===== src/rtl/busarb_pkg.sv =====
package busarb_pkg;
  typedef enum logic [1:0] {
    ARB_IDLE    = 2'd0,
    ARB_GRANTED = 2'd1,
    ARB_OWNED   = 2'd2
  } arbState_t;

  // strobes from control to datapath
  typedef struct packed {
    logic grantOn;   // grant output level
    logic ownIdle;   // processor owns the bus with nothing pending
  } arbStrobes_t;
endpackage


===== src/rtl/busarb_datapath.sv =====
module busarb_datapath
  import busarb_pkg::*;
#(
  parameter int SYNC_STAGES = 2
) (
  input  logic        clk,
  input  logic        rstN,
  input  logic        busReq,
  input  logic        grantAck,
  input  logic        xferAck,
  input  logic        cycleBusy,
  input  arbStrobes_t strobes,
  output logic        reqSeen,
  output logic        ackSeen,
  output logic        busGrant,
  output logic        busRelease,
  output logic        startOk,
  output logic        ackLegal
);
  localparam int NUM_IN = 3;

  logic [NUM_IN-1:0] rawIn;
  logic [NUM_IN-1:0] syncOut;
  logic              xferSeen;

  assign rawIn = {xferAck, grantAck, busReq};

  generate
    for (genvar i = 0; i < NUM_IN; i++) begin : gSync
      logic [SYNC_STAGES-1:0] chain;
      always_ff @(posedge clk or negedge rstN) begin
        if (!rstN) chain <= '0;
        else       chain <= {chain[SYNC_STAGES-2:0], rawIn[i]};
      end
      assign syncOut[i] = chain[SYNC_STAGES-1];
    end
  endgenerate

  assign reqSeen  = syncOut[0];
  assign ackSeen  = syncOut[1];
  assign xferSeen = syncOut[2];

  assign busGrant   = strobes.grantOn;
  assign busRelease = ackSeen;
  assign startOk    = strobes.ownIdle && !ackSeen;
  assign ackLegal   = strobes.grantOn && !cycleBusy && !xferSeen && !ackSeen;
endmodule


===== src/rtl/busarb_control.sv =====
module busarb_control
  import busarb_pkg::*;
(
  input  logic        clk,
  input  logic        rstN,
  input  logic        reqSeen,
  input  logic        ackSeen,
  output arbStrobes_t strobes
);
  arbState_t state, stateNext;

  always_comb begin
    stateNext = state;
    unique case (state)
      ARB_IDLE: begin
        if (ackSeen)      stateNext = ARB_OWNED;
        else if (reqSeen) stateNext = ARB_GRANTED;
      end
      ARB_GRANTED: begin
        if (ackSeen)       stateNext = ARB_OWNED;
        else if (!reqSeen) stateNext = ARB_IDLE;
      end
      ARB_OWNED: begin
        if (!ackSeen) stateNext = reqSeen ? ARB_GRANTED : ARB_IDLE;
      end
      default: stateNext = ARB_IDLE;
    endcase
  end

  always_ff @(posedge clk or negedge rstN) begin
    if (!rstN) state <= ARB_IDLE;
    else       state <= stateNext;
  end

  assign strobes.grantOn = (state == ARB_GRANTED);
  assign strobes.ownIdle = (state == ARB_IDLE);
endmodule


===== src/rtl/busarb_unit.sv =====
module busarb_unit #(
  parameter int SYNC_STAGES = 2
) (
  input  logic clk,
  input  logic rstN,
  input  logic busReq,
  input  logic grantAck,
  input  logic xferAck,
  input  logic cycleBusy,
  output logic busGrant,
  output logic busRelease,
  output logic startOk,
  output logic ackLegal
);
  busarb_pkg::arbStrobes_t strobes;
  logic reqSeen;
  logic ackSeen;

  busarb_control ctrl_i (
    .clk     (clk),
    .rstN    (rstN),
    .reqSeen (reqSeen),
    .ackSeen (ackSeen),
    .strobes (strobes)
  );

  busarb_datapath #(.SYNC_STAGES(SYNC_STAGES)) dp_i (
    .clk        (clk),
    .rstN       (rstN),
    .busReq     (busReq),
    .grantAck   (grantAck),
    .xferAck    (xferAck),
    .cycleBusy  (cycleBusy),
    .strobes    (strobes),
    .reqSeen    (reqSeen),
    .ackSeen    (ackSeen),
    .busGrant   (busGrant),
    .busRelease (busRelease),
    .startOk    (startOk),
    .ackLegal   (ackLegal)
  );
endmodule


===== config.mk =====
export PLATFORM = sky130hd
export DESIGN_NAME = busarb_unit
export DESIGN_NICKNAME = d
export VERILOG_FILES = /design/src/rtl/busarb_pkg.sv /design/src/rtl/busarb_datapath.sv /design/src/rtl/busarb_control.sv /design/src/rtl/busarb_unit.sv
export SDC_FILE = /design/constraint.sdc
export NUM_CORES = 1
export LEC_CHECK = 0
export ABC_AREA = 1
export BUFFER_PORTS_ARGS = -buffer_cell sky130_fd_sc_hd__buf_4
export CAP_MARGIN = 0
export CELL_PAD_IN_SITES_DETAIL_PLACEMENT = 0
export CELL_PAD_IN_SITES_GLOBAL_PLACEMENT = 1
export CORE_AREA = 2 2 39 41
export CTS_CLUSTER_SIZE = 20
export DETAILED_ROUTE_END_ITERATION = 7
export DIE_AREA = 0 0 41 43
export PLACE_DENSITY = 0.52
export SYNTH_ARGS = -nofsm -noshare
export SYNTH_HDL_FRONTEND = slang
export SYNTH_SLANG_ARGS = --single-unit

===== constraint.sdc =====
create_clock -name clk -period 0.8 [get_ports clk]
set_input_delay 0.08 -clock clk [delete_from_list [all_inputs] [get_ports clk]]
set_output_delay 0.08 -clock clk [all_outputs]
set_load 0.02 [all_outputs]

==> results.sh <==
export IMPL_outcome="complete, but fails checks"
export IMPL_failed_checks="negative setup slack"
export IMPL_synth_top_area_cell="dfrtp_1"
export IMPL_cp_slowest_stage_delay_ns=0.40
export IMPL_synth_top_area_frac=0.8040
export IMPL_period_share=1.400
export IMPL_synth_cell_type_count=6
export IMPL_layout_drive_gt1_share=0.6098
export IMPL_min_period_ns=1.120
export IMPL_cp_common_cell="buf_4"
export IMPL_syn2layout_area_growth_pct=88.94
export IMPL_setup_viol=6
export IMPL_finClkSkew_ns=0.004617
export IMPL_syn_nets=26
export IMPL_grt_setup_unrepaired="true"
export IMPL_cts_made_buffers=3
export IMPL_ys_top_cells_by_area="dfrtp_1, inv_1, nand2_1"
export IMPL_hold_viol=0
export IMPL_clk_latency_ns=0.25
export IMPL_dr_pass1_iters=2
export IMPL_cts_root_buf="clkbuf_4"
export IMPL_critical_path_cell_chain="buf_4 > nor3_2 > buf_4"
export IMPL_grt_max_degree=9
export IMPL_die_width_um=41
export IMPL_grtUsageTotal=0.07935
export IMPL_path_clk_slew_ns=0.05
export IMPL_power_density_nw_per_um2=1851
export IMPL_crit_path_end_kind="primary output"
export IMPL_fin_setup_tns_ns=-1.122
export IMPL_fin_ws_ns=-0.3196
export IMPL_overflow=0
export IMPL_start_kind="flip-flop"
export IMPL_syn_area_um2=249.0
export IMPL_io_buffers=9
export IMPL_slowest_stage="dfrtp_2"
export IMPL_die_area_um2=1763
export IMPL_crit_required_ns=0.72
export IMPL_core_um2=1384
export IMPL_h_tree_depth=1
export IMPL_ir_drop_uv=632.7
export IMPL_synth_avg_cell_area_um2=12.45
export IMPL_cap_violations=0
export IMPL_wire_per_inst_um=8.211
export IMPL_num_antenna_cells=0
export IMPL_synthCells=20
export IMPL_clock_sinks=8
export IMPL_ioPinCount=10
export IMPL_routabilityCongestion=0.5295
export IMPL_power_leakage_uw=0.0002329
export IMPL_hold_slack_ns=0.1774
export IMPL_cts_tree="built"
export IMPL_ys_ff_latch=8
export IMPL_fin_nets=48
export IMPL_ys_warnings_count=0
export IMPL_grt_antenna_before_repair=0
export IMPL_path_max_fanout=3
export IMPL_grt_pass1_vias=213
export IMPL_slew_violations=0
export IMPL_fill_cells=144
export IMPL_totalPowerFinal_uw=870.6
export IMPL_postLayoutCoreUtil=0.3400
export IMPL_drc=0
export IMPL_ys_seq_area_frac=0.8040
export IMPL_chipHeight_um=43
export IMPL_ant_nets=0
export IMPL_drt_total_wl_um=468
export IMPL_viasPerCell=3.684
export IMPL_fmax_mhz=893.2
export IMPL_hp_class="input pin to asynchronous set/reset pin"
export IMPL_start_util=0.1799
export IMPL_arrival_ns=1.04
export IMPL_rows=14
export IMPL_grt_pass1_wl_um=786
export IMPL_path_class="flip-flop to primary output"
export IMPL_clk_path_buf_depth=2
export IMPL_drtIter0Drc=2
export IMPL_vias=210
export IMPL_slew_headroom=0.8879
export IMPL_tightest_slew_ns=0.1681
==> path summary, 6_finish.rpt <==
path	startpoint	endpoint	cells past startpoint	slack, ns
max in group asynchronous	rstN	dp_i.gSync[1].chain[1]	2	0.49
setup reg to reg	dp_i.gSync[1].chain[1]	ctrl_i.state[0]	5	-0.13
hold reg to reg	dp_i.gSync[0].chain[0]	dp_i.gSync[0].chain[1]	0	0.35
hold / removal	rstN	dp_i.gSync[2].chain[0]	2	0.18
setup / recovery	dp_i.gSync[1].chain[1]	startOk	3	-0.32
min in group clk	dp_i.gSync[0].chain[0]	dp_i.gSync[0].chain[1]	0	0.35
==> cell usage after synthesis (all sizes together) <==
library cell,n
dfrtp,8
inv,4
nor2,2
nand2,3
a21oi,2
nor3,1
==> cells in the final DEF (no fill, tap or decap) <==
cell type,count
buf_4,11
dfrtp_1,7
dlygate4sd3_1,4
clkbuf_4,3
inv_2,2
buf_6,2
nor3_2,1
nand2_4,1
nor2_1,1
inv_1,1
nand2_1,1
nor2_4,1
inv_4,1
nand2_2,1
a21oi_2,1
a21oi_1,1
clkbuf_1,1
dfrtp_2,1
==> layout make-up <==
type / count / area (um2) / share of cell area
flip-flops and latches: 8 / 201.4 / 0.4282
repair buffers: 17 / 145.1 / 0.3085
multi-input cells: 8 / 60.06 / 0.1277
clock buffers: 4 / 26.28 / 0.05585
well taps: 16 / 20.02 / 0.04255
inverters: 4 / 17.52 / 0.03723
==> what timing repair did <==
item	in CTS	in global routing
endpoints found under the hold margin	11	0
setup buffers	1	1
pin swaps	2	0
hold buffers	4	0
setup endpoints to repair	4	6
gates resized for setup	6	4
==> routing by layer <==
metal | track usage | part of all wire | vias up
li1 | - | - | 100
met1 | 0.05705 | 0.36 | 100
met2 | 0.1156 | 0.56 | 10
met3 | 0.04712 | 0.077 | 0
met4 | 0.1000 | 0 | 0
met5 | 0 | 0 | -
==> where the power goes <==
| group | total [uW] | internal [uW] | switching [uW] | leakage, uW |
|---|---|---|---|---|
| combinational | 114 | 64.8 | 49.2 | 0.000124 |
| sequential | 440 | 427 | 12.6 | 0.0000938 |
| clock | 317 | 190 | 127 | 0.0000150 |
==> through the flow <==
step / setup WS, ns / cells / cell area (um2)
floorplan: -0.05811 / 20 / 262.8
global placement: -0.08887 / 47 / 365.4
detailed placement: -0.09247 / 47 / 365.4
CTS: -0.3534 / 56 / 452.9
global route: -0.4024 / 57 / 470.5
finish: -0.3196 / 57 / 470.5
==> cell families after synthesis <==
family	after synthesis	share of synthesized area
buffers and inverters	4	0.06028
and+or+nand+nor	6	0.09547
DFF	8	0.8040
AOI/OAI and AO/OA	2	0.04020
==> flip-flops by register name, summed over array words and instances (netlist names) <==
name	count
dp_i.gSync.chain	6
ctrl_i.state	2
==> critical path: cells and delay by family, from the launching register on <==
family,cells,cell delay [ns]
DFF,1,0.40
buffers and inverters,2,0.30
and+or+nand+nor,1,0.09
(Power assumes the default switching activity.)
